[src/rtl/cart_mapper_pkg.sv]
package cart_mapper_pkg;

    parameter int ROM_LO_W   = 5;
    parameter int ROM_HI_W   = 2;
    parameter int PAGE_W     = 14;
    parameter int RAM_PAGE_W = 4;
    localparam int ROM_BANK_W = ROM_LO_W + ROM_HI_W;
    localparam int PHYS_W     = ROM_BANK_W + PAGE_W;

    typedef enum logic [3:0] {
        RGN_BOOT = 4'd0,
        RGN_ROM0 = 4'd1,
        RGN_ROMX = 4'd2,
        RGN_VRAM = 4'd3,
        RGN_XRAM = 4'd4,
        RGN_WRAM = 4'd5,
        RGN_OAM  = 4'd6,
        RGN_IO   = 4'd7,
        RGN_HRAM = 4'd8,
        RGN_OPEN = 4'd9
    } region_t;

    typedef struct packed {
        logic [ROM_LO_W-1:0] rom_lo;
        logic [ROM_HI_W-1:0] upper;
        logic                ram_mode;
        logic                gate;
    } bank_state_t;

endpackage

[src/rtl/cart_bank_regs.sv]
module cart_bank_regs
    import cart_mapper_pkg::*;
(
    input  logic                clk,
    input  logic                rst_n,
    input  logic                wr_en,
    input  logic [1:0]          wr_class,
    input  logic [7:0]          wdata,
    input  logic                bank_en,
    input  logic                ram_present,
    output logic [ROM_LO_W-1:0] rom_lo,
    output logic [ROM_HI_W-1:0] upper,
    output logic                ram_mode,
    output logic                gate
);

    localparam logic [1:0] CLS_GATE  = 2'd0;
    localparam logic [1:0] CLS_ROMLO = 2'd1;
    localparam logic [1:0] CLS_UPPER = 2'd2;
    localparam logic [1:0] CLS_MODE  = 2'd3;

    bank_state_t st_d, st_q;

    always_comb begin
        st_d = st_q;
        if (wr_en) begin
            case (wr_class)
                CLS_GATE: begin
                    if (ram_present) st_d.gate = (wdata[3:0] == 4'hA);
                end
                CLS_ROMLO: begin
                    if (bank_en && !st_q.ram_mode) begin
                        if (wdata[ROM_LO_W-1:0] == '0)
                            st_d.rom_lo = ROM_LO_W'(1);
                        else
                            st_d.rom_lo = wdata[ROM_LO_W-1:0];
                    end
                end
                CLS_UPPER: begin
                    if (bank_en) st_d.upper = wdata[ROM_HI_W-1:0];
                end
                default: begin
                    if (bank_en) st_d.ram_mode = wdata[0];
                end
            endcase
        end
    end

    always_ff @(posedge clk or negedge rst_n) begin
        if (!rst_n) begin
            st_q.rom_lo   <= ROM_LO_W'(1);
            st_q.upper    <= '0;
            st_q.ram_mode <= 1'b0;
            st_q.gate     <= 1'b0;
        end else begin
            st_q <= st_d;
        end
    end

    assign rom_lo   = st_q.rom_lo;
    assign upper    = st_q.upper;
    assign ram_mode = st_q.ram_mode;
    assign gate     = st_q.gate;

    AST_ROMLO_NONZERO: assert property (@(posedge clk) disable iff (!rst_n)
        rom_lo != '0);

    AST_ROMLO_HELD_IN_RAM_MODE: assert property (@(posedge clk) disable iff (!rst_n)
        (wr_en && wr_class == CLS_ROMLO && ram_mode) |=> $stable(rom_lo));

    AST_MODE_LOAD: assert property (@(posedge clk) disable iff (!rst_n)
        (wr_en && wr_class == CLS_MODE && bank_en) |=> (ram_mode == $past(wdata[0])));

    AST_IDLE_HOLD: assert property (@(posedge clk) disable iff (!rst_n)
        !wr_en |=> ($stable(rom_lo) && $stable(upper) && $stable(ram_mode) && $stable(gate)));

endmodule

[src/rtl/cart_region_decode.sv]
module cart_region_decode
    import cart_mapper_pkg::*;
(
    input  logic [15:0] addr,
    input  logic        boot_en,
    input  logic        xram_open,
    output region_t     region
);

    always_comb begin
        if (addr < 16'h0100 && boot_en)      region = RGN_BOOT;
        else if (addr < 16'h4000)            region = RGN_ROM0;
        else if (addr < 16'h8000)            region = RGN_ROMX;
        else if (addr < 16'hA000)            region = RGN_VRAM;
        else if (addr < 16'hC000)            region = xram_open ? RGN_XRAM : RGN_OPEN;
        else if (addr < 16'hFE00)            region = RGN_WRAM;
        else if (addr < 16'hFEA0)            region = RGN_OAM;
        else if (addr < 16'hFF00)            region = RGN_OPEN;
        else if (addr < 16'hFF80)            region = RGN_IO;
        else                                 region = RGN_HRAM;
    end

endmodule

[src/rtl/cart_phys_addr.sv]
module cart_phys_addr
    import cart_mapper_pkg::*;
(
    input  region_t                 region,
    input  logic [15:0]             addr,
    input  logic [ROM_BANK_W-1:0]   rom_bank,
    input  logic [RAM_PAGE_W-1:0]   ram_page,
    input  logic [2:0]              ram_size,
    output logic [PHYS_W-1:0]       phys,
    output logic                    ro
);

    localparam int XOFF_W = 13;

    logic [PHYS_W-1:0] xram_phys;

    always_comb begin
        case (ram_size)
            3'd1:    xram_phys = PHYS_W'(addr[10:0]);
            3'd2:    xram_phys = PHYS_W'(addr[XOFF_W-1:0]);
            3'd3:    xram_phys = PHYS_W'({ram_page[1:0], addr[XOFF_W-1:0]});
            default: xram_phys = PHYS_W'({ram_page, addr[XOFF_W-1:0]});
        endcase
    end

    always_comb begin
        phys = '0;
        ro   = 1'b0;
        case (region)
            RGN_BOOT: begin phys = PHYS_W'(addr[7:0]);  ro = 1'b1; end
            RGN_ROM0: begin phys = PHYS_W'(addr[PAGE_W-1:0]); ro = 1'b1; end
            RGN_ROMX: begin phys = {rom_bank, addr[PAGE_W-1:0]}; ro = 1'b1; end
            RGN_VRAM: phys = PHYS_W'(addr[XOFF_W-1:0]);
            RGN_XRAM: phys = xram_phys;
            RGN_WRAM: phys = PHYS_W'(addr[XOFF_W-1:0]);
            RGN_OAM:  phys = PHYS_W'(addr[7:0]);
            RGN_IO:   phys = PHYS_W'(addr[6:0]);
            RGN_HRAM: phys = PHYS_W'(addr[6:0]);
            default:  begin phys = '0; ro = 1'b1; end
        endcase
    end

endmodule

[src/rtl/cart_mapper.sv]
module cart_mapper
    import cart_mapper_pkg::*;
(
    input  logic              clk,
    input  logic              rst_n,
    input  logic [15:0]       addr,
    input  logic [7:0]        wdata,
    input  logic              wr,
    input  logic              boot_en,
    input  logic              bank_en,
    input  logic [2:0]        ram_size,
    output logic [3:0]        region,
    output logic [20:0]       phys_addr,
    output logic              read_only
);

    logic [ROM_LO_W-1:0]   rom_lo;
    logic [ROM_HI_W-1:0]   upper;
    logic                  ram_mode;
    logic                  gate;
    logic                  ram_present;
    logic [ROM_BANK_W-1:0] rom_bank;
    logic [RAM_PAGE_W-1:0] ram_page;
    region_t               rgn;
    logic [PHYS_W-1:0]     phys;

    assign ram_present = (ram_size != 3'd0);

    cart_bank_regs i_regs (
        .clk         (clk),
        .rst_n       (rst_n),
        .wr_en       (wr && !addr[15]),
        .wr_class    (addr[14:13]),
        .wdata       (wdata),
        .bank_en     (bank_en),
        .ram_present (ram_present),
        .rom_lo      (rom_lo),
        .upper       (upper),
        .ram_mode    (ram_mode),
        .gate        (gate)
    );

    assign rom_bank = ram_mode ? {ROM_HI_W'(0), rom_lo} : {upper, rom_lo};
    assign ram_page = ram_mode ? RAM_PAGE_W'(upper) : '0;

    cart_region_decode i_dec (
        .addr      (addr),
        .boot_en   (boot_en),
        .xram_open (ram_present && gate),
        .region    (rgn)
    );

    cart_phys_addr i_phys (
        .region   (rgn),
        .addr     (addr),
        .rom_bank (rom_bank),
        .ram_page (ram_page),
        .ram_size (ram_size),
        .phys     (phys),
        .ro       (read_only)
    );

    assign region    = rgn;
    assign phys_addr = phys;

    AST_ROM_WINDOW_RO: assert property (@(posedge clk) disable iff (!rst_n)
        !addr[15] |-> read_only);

    AST_XRAM_NEEDS_GATE: assert property (@(posedge clk) disable iff (!rst_n)
        (rgn == RGN_XRAM) |-> (gate && ram_present && !read_only));

    AST_OPEN_IS_RO: assert property (@(posedge clk) disable iff (!rst_n)
        (rgn == RGN_OPEN) |-> read_only);

    AST_HIGH_STORE_NO_EFFECT: assert property (@(posedge clk) disable iff (!rst_n)
        (wr && addr[15]) |=> ($stable(rom_lo) && $stable(upper) && $stable(ram_mode) && $stable(gate)));

endmodule

[config.mk]
export PLATFORM = sky130hd
export DESIGN_NAME = cart_mapper
export DESIGN_NICKNAME = d
export VERILOG_FILES = /design/src/rtl/cart_mapper_pkg.sv /design/src/rtl/cart_bank_regs.sv /design/src/rtl/cart_region_decode.sv /design/src/rtl/cart_phys_addr.sv /design/src/rtl/cart_mapper.sv
export SDC_FILE = /design/constraint.sdc
export NUM_CORES = 1
export LEC_CHECK = 0
export CORE_UTILIZATION = 35
export CTS_BUF_LIST = sky130_fd_sc_hd__clkbuf_2
export CTS_CLUSTER_DIAMETER = 80
export CTS_CLUSTER_SIZE = 14
export DETAILED_ROUTE_END_ITERATION = 7
export GPL_TIMING_DRIVEN = 1
export PLACE_DENSITY = 0.84
export SLEW_MARGIN = 10
export SYNTH_ARGS = -nofsm -noshare
export SYNTH_HDL_FRONTEND = slang
export SYNTH_SLANG_ARGS = --single-unit
[constraint.sdc]
create_clock -name clk -period 1.9 [get_ports clk]
set_input_delay 0.285 -clock clk [delete_from_list [all_inputs] [get_ports clk]]
set_output_delay 0.285 -clock clk [all_outputs]
set_load 0.05 [all_outputs]
==> flow_summary.json, run 1 <==
{
  "status": "stopped before the end",
  "lastStage": "clock tree synthesis (4_1_cts)",
  "tool.error": "[ERROR DPL-0038] Utilization greater than 100%, impossible to legalize",
  "postCtsResizedCells": 102,
  "htree_levels": 1,
  "clock_sinks": 9,
  "synth_top_cell_by_area": "dfrtp_1",
  "place_hpwl_um": 3142,
  "die_y_um": 49.91,
  "avgSynthCellArea_um2": 8.545,
  "cts_root_buf": "clkbuf_2",
  "start_util_pct": 38.96,
  "synth_edf_count": 0,
  "place_area_um2": 1874,
  "post_cts_buffers": 12,
  "netlist_instances": 94,
  "cts-buffers-inserted": 3,
  "yosys_warnings": 0,
  "synth_ff_type": "dfrtp_1",
  "syn_nets": 126,
  "port_buffers": 54,
  "cts_buffer_depth": 2,
  "ys_seq_area_share_pct": 28.19,
  "synth_top_area_share_pct": 24.92,
  "ys_seq_elements": 9,
  "cts_hold_buf": 0,
  "io_pins": 58,
  "globalplace.congestion": 0.9156,
  "syn-cell-area_um2": 803.3,
  "synth_async_sr_flop_share_pct": 100.0,
  "synth.most_common_cell": "and2_1",
  "synth_common_cells": "and2_1, dfrtp_1, mux2_2",
  "fp.dieW_um": 49.91,
  "rows": 16,
  "yosysUniqueCellTypes": 38,
  "synth_area_leaders": "dfrtp_1, mux2_2, and2_1, dfstp_2, nand2_1"
}
-- logic make-up after synthesis --
group | after synthesis | synth area share, %
AO/OA/AOI/OAI | 20 | 18.54
multiplexers | 8 | 11.22
XOR/XNOR | 1 | 1.091
buffers and inverters | 7 | 3.893
flip-flops | 9 | 28.19
AND/OR/NAND/NOR | 49 | 37.07
-- stage by stage --
stage          hold WS, ns  util, %  cells  setup slack, ns  TNS, ns
3_5_place_dp        0.4782    90.90    194          -0.7811   -13.62
3_3_place_gp        0.4684    90.90    194          -0.6542   -10.95
2_1_floorplan     -0.01059        -     94          -0.5488   -4.663
==> run 2: changes to the inputs <==
--- a/config.mk
+++ b/config.mk
@@ -5,13 +5,11 @@
 export SDC_FILE = /design/constraint.sdc
 export NUM_CORES = 1
 export LEC_CHECK = 0
-export CORE_UTILIZATION = 35
-export CTS_BUF_LIST = sky130_fd_sc_hd__clkbuf_2
-export CTS_CLUSTER_DIAMETER = 80
-export CTS_CLUSTER_SIZE = 14
+export CORE_AREA = 2 2 63 65
 export DETAILED_ROUTE_END_ITERATION = 7
+export DIE_AREA = 0 0 65 67
 export GPL_TIMING_DRIVEN = 1
-export PLACE_DENSITY = 0.84
+export PLACE_DENSITY_LB_ADDON = 0.15
 export SLEW_MARGIN = 10
 export SYNTH_ARGS = -nofsm -noshare
 export SYNTH_HDL_FRONTEND = slang
==> run 2 against run 1 <==
The flow now finishes, with violations (negative setup slack). Synthesized area did not move. Synthesized cell count did not move.
==> flow_summary.json, run 2 <==
{
  "worst_pin_slew_ns": 0.4073,
  "period_needed_ns": 2.101,
  "syn-cell-area_um2": 803.3,
  "synth.most_common_cell": "and2_1",
  "slowest_delay_ns": 0.41,
  "hold_viol_final": 0,
  "worst_path_dominant_cell_family": "compound AO/OA/AOI/OAI gates",
  "pwr_density_cell_nw_per_um2": 514.9,
  "yosysUniqueCellTypes": 38,
  "fp.coreArea_um2": 3606,
  "syn_nets": 126,
  "drtIter0Drc": 22,
  "end_kind": "output pin",
  "synth_async_sr_flop_share_pct": 100.0,
  "critPathMaxFanout": 3,
  "largest_register_ff_count": 5,
  "synth_common_cells": "and2_1, dfrtp_1, mux2_2",
  "worstPathArrival_ns": 1.82,
  "path_cells": "buf_6 -> or3_4 -> a211o_1 -> a21boi_4 -> o31ai_4 -> buf_4 -> and2_4 -> buf_12",
  "layout_common_cells": "buf_4, buf_12, buf_6",
  "ys_seq_area_share_pct": 28.19,
  "nets": 216,
  "area_delta_synth_final_pct": 172.9,
  "clk_pin_slew_ns": 0.05,
  "htree_levels": 1,
  "vias": 1113,
  "drive_gt1_share_pct": 67.76,
  "antenna_left": 0,
  "cp_slowest_cell": "or3_4",
  "viasPerCell": 4.818,
  "start_kind": "input port",
  "dieArea_um2": 4355,
  "cts_root_buf": "clkbuf_8",
  "final_common_cell": "buf_4",
  "grt_first_pass_wirelength_um": 5520,
  "layout_setup_ws_ns": -0.2008,
  "violations": "negative setup slack",
  "crit_type": "in -> out",
  "dp_cells": 219,
  "grt_overflow": 0,
  "track_usage_pct": 16.21,
  "drc": 0,
  "required_ns": 1.62,
  "finalClockSkew_ns": 0.002491,
  "drtPass1Iterations": 4,
  "cts_tree": "done",
  "avgSynthCellArea_um2": 8.545,
  "io_pins": 58,
  "synth_edf_count": 0,
  "antenna-diode-count": 0,
  "peakVddDrop_v": 0.0004439,
  "cts_hold_buf": 0,
  "die_y_um": 67,
  "power_leakage_nw": 0.9144,
  "fp.dieW_um": 65,
  "synth_area_leaders": "dfrtp_1, mux2_2, and2_1, dfstp_2, nand2_1",
  "ys_seq_elements": 9,
  "rsz0062_at_grt": "true",
  "max-slew-margin-rel_pct": 72.76,
  "whs_ns": 0.3474,
  "max_freq_mhz": 476.0,
  "setup_viol": 18,
  "wl_per_cell_um": 14.35,
  "top_regs": "i_regs.rom_lo: 5 flops, i_regs.upper: 2 flops",
  "synth_top_area_share_pct": 24.92,
  "rows": 22,
  "min_period_over_period_pct": 110.6,
  "clock_sinks": 9,
  "netlist_instances": 94,
  "antenna_found_initial": 0,
  "grt_max_degree": 12,
  "largest-register": "i_regs.rom_lo",
  "status": "finished, violations left",
  "synth_top_cell_by_area": "dfrtp_1",
  "drv_cap": 0,
  "cts-buffers-inserted": 3,
  "crit_buf_inv": 3,
  "finalWirelength_um": 3314,
  "grt_pass1_vias": 1183,
  "globalplace.congestion": 0.8127,
  "insertion_delay_ns": 0.23,
  "layout.cells.non_filler": 231,
  "slew_viol_final": 0,
  "place_hpwl_um": 2638,
  "start_util_pct": 22.28,
  "hold_path.class": "in -> async",
  "port_buffers": 54,
  "yosys_warnings": 0,
  "synth_ff_type": "dfrtp_1",
  "cts_buffer_depth": 2
}
-- run 2: cell counts after synthesis --
Identical to the previous run, type by type.
-- run 2: power by group --
part | internal (W) | total (W) | leakage [nW] | switching [W]
Sequential | 0.000236 | 0.000265 | 0.110 | 0.0000291
Combinational | 0.000330 | 0.000637 | 0.782 | 0.000307
Clock | 0.000147 | 0.000226 | 0.0228 | 0.0000798
-- run 2: cell type report --
cell class	count	area, um2
Fill cell	306	1414
Timing Repair Buffer	88	1045
Multi-Input combinational cell	78	800.8
Sequential cell	9	226.5
Tap cell	48	60.06
Clock buffer	4	45.04
Inverter	4	15.01
-- run 2: per-stage QoR --
stage / util [%] / worst slack (ns) / cell area [um2] / total power [W] / TNS [ns]
2_1_floorplan: - / -0.5488 / 963.4 / 0.0005505 / -4.663
3_3_place_gp: 53.54 / -0.6111 / 1931 / 0.0008468 / -11.01
3_5_place_dp: 53.54 / -0.6651 / 1931 / 0.0008541 / -11.90
4_1_cts: 59.33 / -0.1900 / 2140 / 0.001118 / -2.543
5_1_grt: 60.79 / -0.2427 / 2192 / 0.001178 / -3.457
6_report: 60.79 / -0.2008 / 2192 / 0.001129 / -2.575
-- run 2: final timing paths --
| kind | start | end | slack, ns | depth (start not counted) |
|---|---|---|---|---|
| max in group asynchronous | rst_n | i_regs.rom_lo[0] | 1.23 | 1 |
| setup reg to reg | i_regs.ram_mode | i_regs.rom_lo[3] | 0.51 | 3 |
| hold / removal | rst_n | i_regs.rom_lo[1] | 0.35 | 1 |
| setup / recovery | ram_size[2] | phys_addr[6] | -0.20 | 8 |
| hold reg to reg | i_regs.rom_lo[0] | i_regs.rom_lo[0] | 0.48 | 2 |
| min in group clk | i_regs.rom_lo[0] | i_regs.rom_lo[0] | 0.48 | 2 |
-- run 2: routing by layer --
metal / up-vias / wire length, um / part of all wire (%) / track usage (%)
met5: - / 0 / 0 / 0
met4: 0 / 8 / 0.24 / 2.394
met3: 2 / 152 / 4.6 / 3.547
met2: 34 / 1798 / 54 / 30.80
met1: 540 / 1354 / 41 / 18.79
li1: 537 / - / - / -
-- run 2: kinds of logic (layout without fill, tap and decap cells) --
group	Yosys count	after routing	synth area share, %
buf+inv	7	96	3.893
flops	9	9	28.19
compound gates	20	20	18.54
simple gates	49	49	37.07
mux	8	8	11.22
xor+xnor	1	1	1.091
-- run 2: timing repair --
item,CTS,global route
setup buffers,7,3
gates resized for setup,98,14
setup endpoints to repair,26,18
pin swaps,16,7
Power figures use the tool's default switching activity.
==> run 3: changes to the inputs <==
--- a/config.mk
+++ b/config.mk
@@ -10,7 +10,8 @@
 export DIE_AREA = 0 0 65 67
 export GPL_TIMING_DRIVEN = 1
 export PLACE_DENSITY_LB_ADDON = 0.15
-export SLEW_MARGIN = 10
+export SLEW_MARGIN = 20
 export SYNTH_ARGS = -nofsm -noshare
 export SYNTH_HDL_FRONTEND = slang
+export SYNTH_HIERARCHICAL = 1
 export SYNTH_SLANG_ARGS = --single-unit
==> run 3 against run 2 <==
The flow still finishes with violations (negative setup slack). Final cell count grew 3.9%. Non-clock buffer count grew 5. Fmax shrank 10%. Sequential share of layout area shrank 0.35 points. Via count grew 3.1%. Critical path depth grew 1. Cell area grew 3.5%. Synthesized cell count grew 5.3%. Sequential power is essentially flat. Hold slack gained 0.0076 ns. Setup slack lost 0.24 ns.
==> flow_summary.json, run 3 <==
{
  "status": "finished, violations left",
  "violations": "negative setup slack",
  "drc": 0,
  "start_kind": "input port",
  "synth_common_cells": "and2_1, dfrtp_1, nor2_1",
  "grt_first_pass_wirelength_um": 5409,
  "grt_overflow": 0,
  "largest_register_ff_count": 5,
  "cts_buffer_depth": 2,
  "area_delta_synth_final_pct": 139.0,
  "antenna_left": 0,
  "globalplace.congestion": 0.7662,
  "rows": 22,
  "place_hpwl_um": 2592,
  "layout_setup_ws_ns": -0.4439,
  "io_pins": 58,
  "viasPerCell": 4.783,
  "drtIter0Drc": 32,
  "antenna_found_initial": 0,
  "port_buffers": 54,
  "end_kind": "output pin",
  "insertion_delay_ns": 0.23,
  "ys_seq_elements": 9,
  "cts_root_buf": "clkbuf_8",
  "regToRegSetupSlack_ns": 0.67,
  "nets": 225,
  "start_util_pct": 26.34,
  "finalWirelength_um": 3392,
  "peakVddDrop_v": 0.0003406,
  "slew_viol_final": 0,
  "avgSynthCellArea_um2": 9.593,
  "setup_viol": 23,
  "place_ws_ns": -0.8494,
  "synth_edf_count": 0,
  "top_regs": "i_regs/rom_lo: 5 flops, i_regs/upper: 2 flops",
  "dieArea_um2": 4355,
  "worstPathArrival_ns": 2.06,
  "period_needed_ns": 2.344,
  "vias": 1148,
  "clk_pin_slew_ns": 0.04,
  "hold_viol_final": 0,
  "synth_area_leaders": "dfrtp_1, and2_1, mux2_2, nor4b_4, a32o_1",
  "post-route-util_pct": 62.94,
  "num-fill-cells": 299,
  "drtPass1Iterations": 4,
  "yosys_warnings": 6,
  "ys_seq_area_share_pct": 23.85,
  "clock_sinks": 9,
  "ff2ff_path_depth": 3,
  "hold_path.class": "in -> async",
  "pwr_density_cell_nw_per_um2": 513.3,
  "antenna-diode-count": 0,
  "synth_ff_type": "dfrtp_1",
  "final_common_cell": "buf_4",
  "finalClockSkew_ns": 0.002863,
  "rr_endpoint": "i_regs/rom_lo[2]",
  "power_w": 0.001165,
  "whs_ns": 0.3550,
  "fp.dieW_um": 65,
  "grt_pass1_vias": 1148,
  "largest-register": "i_regs/rom_lo",
  "power_leakage_nw": 1.004,
  "track_usage_pct": 15.99,
  "required_ns": 1.62,
  "r2r-start": "i_regs/ram_mode",
  "die_y_um": 67,
  "yosysUniqueCellTypes": 45,
  "crit_type": "in -> out",
  "layout.cells.non_filler": 240,
  "synth_async_sr_flop_share_pct": 100.0,
  "wl_per_cell_um": 14.13,
  "cts_tree": "done",
  "min_period_over_period_pct": 123.4,
  "rsz0062_at_grt": "true",
  "syn-cell-area_um2": 949.7,
  "netlist_instances": 99,
  "grt_max_degree": 11,
  "fp.coreArea_um2": 3606,
  "max_freq_mhz": 426.6,
  "synth_top_cell_by_area": "dfrtp_1",
  "layout_common_cells": "buf_4, buf_12, buf_6",
  "multi_input_area_um2": 860.8,
  "synth.most_common_cell": "and2_1",
  "dp_cells": 225,
  "synth_top_area_share_pct": 21.08,
  "drive_gt1_share_pct": 67.19,
  "regArea_um2": 226.5,
  "drv_cap": 0,
  "htree_levels": 1,
  "critPathMaxFanout": 6,
  "cts-buffers-inserted": 3
}
[run 3: cell types whose count changed in the layout (fill, tap and decap cells not counted), moves of 3 or more]
cell     delta
a32o_2      +3
buf_8       -4
buf_2       +4
nand2_1     -3
o21ai_0     -3
and2_4      +7
[run 3: critical path, stage by stage]
cell and delay, ns:
buf_6 0.07, and4_1 0.17, nand4_1 0.14, o211ai_1 0.38
o21ai_4 0.17, buf_4 0.17, o31a_2 0.36, and2_4 0.15
buf_6 0.14
[run 3: worst max path at each step]
stage,endpoint,start,slack [ns]
6_report,phys_addr[10],addr[10],-0.44
5_1_grt,phys_addr[14],addr[14],-0.54
4_1_cts,phys_addr[13],i_regs/gate,-0.40
3_5_place_dp,phys_addr[13],ram_size[1],-0.85
3_3_place_gp,phys_addr[13],ram_size[1],-0.82
2_1_floorplan,phys_addr[13],addr[9],-0.41
[run 3: through the flow]
step / setup TNS, ns / instance area [um2]
5_1_grt: -10.75 / 2270
4_1_cts: -7.144 / 2205
3_3_place_gp: -17.02 / 2019
3_5_place_dp: -18.57 / 2019
6_report: -8.647 / 2270
2_1_floorplan: -6.624 / 1060
[run 3: logic make-up after synthesis]
logic type                after synthesis  share of synthesized area, %
buffers and inverters                   8                         5.928
and+or+nand+nor                        48                         36.76
muxes                                   9                         10.41
AOI/OAI and AO/OA                      22                         20.82
xor gates and xnor gates                2                         1.845
other                                   1                        0.3949
DFF                                     9                         23.85
[run 3: layer usage]
| metal | track usage [%] | vias up | routed length, um | part of all wire [%] |
|---|---|---|---|---|
| met5 | 0 | - | 0 | 0 |
| met4 | 3.191 | 0 | 38 | 1.1 |
| met3 | 3.209 | 4 | 172 | 5.1 |
| met2 | 28.09 | 33 | 1757 | 52 |
| met1 | 20.20 | 552 | 1424 | 42 |
| li1 | - | 559 | - | - |
[run 3: repair_timing]
| item | CTS | global route |
|---|---|---|
| setup endpoints to repair | 26 | 25 |
| pin swaps | 27 | 7 |
| setup buffers | 10 | 3 |
| hold buffers | 0 | 0 |
| gates resized for setup | 81 | 10 |
[run 3: layout make-up]
| class | count | share of cell area, % |
|---|---|---|
| inverter | 3 | 0.4961 |
| timing repair buffer | 93 | 46.97 |
| clock buffer | 4 | 1.985 |
| sequential | 9 | 9.978 |
| tap | 48 | 2.646 |
| multi-input combinational | 83 | 37.93 |
[run 3: report_power, final]
part / switching (W) / internal, W
Combinational: 0.000324 / 0.000354
Sequential: 0.0000291 / 0.000237
Clock: 0.0000748 / 0.000146
==> run 4: changes to the inputs <==
==> constraint.sdc (replaced) <==
create_clock -name clk -period 1.9 [get_ports clk]
set_input_delay 0.285 -clock clk [delete_from_list [all_inputs] [get_ports clk]]
set_output_delay 0.285 -clock clk [all_outputs]
set_load 0.1 [all_outputs]
==> run 4 against run 3 <==
The flow still finishes with violations (negative setup slack). Register-to-register slack about the same. Routed wire length is 1.4% higher. Largest cell class unchanged. Core utilization increased by 2.7 points. Cell area increased by 4.3%. Critical endpoint unchanged.
==> flow_summary.json, run 4 (synthesis gave the netlist of run 3 again) <==
{
  "status": "finished, violations left",
  "violations": "negative setup slack",
  "antenna_found_initial": 0,
  "top_regs": "i_regs/rom_lo: 5 flops, i_regs/upper: 2 flops",
  "place_area_um2": 2098,
  "area_delta_synth_final_pct": 149.3,
  "track_usage_pct": 16.78,
  "hold_viol_final": 0,
  "grt_max_degree": 11,
  "postLayoutCellArea_um2": 2367,
  "cts_tree": "done",
  "end_kind": "output pin",
  "critPathLaunch": "ram_size[0]",
  "layout_common_cells": "buf_12, buf_4, buf_6",
  "finalWirelength_um": 3440,
  "viasPerCell": 4.780,
  "rows": 22,
  "num-fill-cells": 270,
  "drtPass1Iterations": 4,
  "wl_per_cell_um": 14.58,
  "finalClockSkew_ns": 0.001271,
  "crit_type": "in -> out",
  "antenna_left": 0,
  "grt_first_pass_wirelength_um": 5623,
  "comb_power_share_pct": 63.7,
  "p_sw_w": 0.0005955,
  "p_clk_share_pct": 16.6,
  "final_common_cell": "buf_12",
  "layout_setup_ws_ns": -0.4303,
  "cts-buffers-inserted": 3,
  "slew_viol_final": 0,
  "dp_cells": 221,
  "rsz0062_at_grt": "true",
  "r2r-start": "i_regs/ram_mode",
  "path_cells": "buf_2 -> o31a_4 -> a21oi_4 -> nor3b_4 -> buf_6 -> buf_4 -> buf_6 -> o31a_4 -> and2_4 -> buf_12",
  "max_freq_mhz": 429.1,
  "drive_gt1_share_pct": 69.68,
  "port_buffers": 54,
  "internal_power_w": 0.0007655,
  "cp_slowest_cell": "o31a_4",
  "fp.coreArea_um2": 3606,
  "dieArea_um2": 4355,
  "grt_overflow": 0,
  "drv_cap": 0,
  "clock_sinks": 9,
  "insertion_delay_ns": 0.24,
  "start_kind": "input port",
  "period_needed_ns": 2.330,
  "required_ns": 1.62,
  "vias": 1128,
  "globalplace.congestion": 0.8259,
  "largest-register": "i_regs/rom_lo",
  "fp.dieW_um": 65,
  "layout.cells.non_filler": 236,
  "setup_viol": 24,
  "swShare_pct": 43.76,
  "cts_root_buf": "clkbuf_8",
  "htree_levels": 1,
  "grt_pass1_vias": 1193,
  "peakVddDrop_v": 0.0004250,
  "seq_power_share_pct": 19.7,
  "start_util_pct": 26.34,
  "antenna-diode-count": 0,
  "die_y_um": 67,
  "hold_path.class": "in -> async",
  "worstPathArrival_ns": 2.05,
  "drtIter0Drc": 13,
  "cts_hold_buf": 0,
  "min_period_over_period_pct": 122.6,
  "crit_buf_inv": 5,
  "clk_pin_slew_ns": 0.04,
  "pwr_density_cell_nw_per_um2": 574.9,
  "io_pins": 58,
  "largest_register_ff_count": 5,
  "slowest_delay_ns": 0.36,
  "worst_path_dominant_cell_family": "compound AO/OA/AOI/OAI gates",
  "cts_buffer_depth": 2,
  "place_hpwl_um": 2639,
  "drc": 0,
  "nets": 221,
  "critPathMaxFanout": 5,
  "power_leakage_nw": 1.018
}
-- run 4: area by class of cell --
class | instances | area, um2 | area share (%)
Clock buffer | 4 | 45.04 | 1.903
Multi-Input combinational cell | 83 | 923.4 | 39.01
Inverter | 3 | 11.26 | 0.4757
Timing Repair Buffer | 89 | 1101 | 46.51
Sequential cell | 9 | 226.5 | 9.567
Tap cell | 48 | 60.06 | 2.537
-- run 4: what timing repair did --
action                     4_1_cts  5_1_grt
pin swaps                       25       13
resized for setup               87       14
setup endpoints to repair       26       26
setup buffers                   11        6
-- run 4: layer usage --
layer  part of all wire (%)  vias to the layer above  track usage (%)
met4                    2.0                        0            7.181
li1                       -                      547                -
met2                     55                       36            32.99
met5                      0                        -                0
met1                     38                      538            17.88
met3                    4.6                        7            1.858
-- run 4: path summary, 6_finish.rpt --
kind,slack (ns),cells past startpoint,endpoint
worst min-delay path,0.34,1,i_regs/upper[1]
worst min register to register,0.48,2,i_regs/rom_lo[0]
worst max-delay path,-0.43,10,phys_addr[10]
worst max register to register,0.68,3,i_regs/rom_lo[3]
max in group asynchronous,1.25,1,i_regs/rom_lo[0]
min in group clk,0.48,2,i_regs/rom_lo[0]
-- run 4: power by group through the flow --
stage	combinational [W]	sequential [W]	clock, W
final	0.000867	0.000269	0.000226
after CTS	0.000854	0.000268	0.000237
after floorplan	0.000494	0.000261	0
after detailed placement	0.000806	0.000271	0
after global routing	0.000903	0.000274	0.000243
after global placement	0.000798	0.000267	0
-- run 4: per-stage QoR --
stage	setup slack [ns]	hold slack, ns	power (W)	TNS (ns)	util [%]
6_report	-0.4303	0.3408	0.001361	-8.254	65.65
2_1_floorplan	-0.8858	-0.01059	0.0007552	-16.36	-
4_1_cts	-0.4109	0.3531	0.001359	-7.680	64.54
3_5_place_dp	-0.8381	0.4718	0.001077	-19.39	58.19
5_1_grt	-0.4900	0.3829	0.001420	-9.798	65.65
3_3_place_gp	-0.8138	0.4651	0.001065	-18.76	58.19
-- run 4: worst register-to-register path: stages, from the launching register on --
cell,delay [ns]
dfrtp_1,0.43
nor2_2,0.17
nand4_4,0.17
mux2_1,0.34
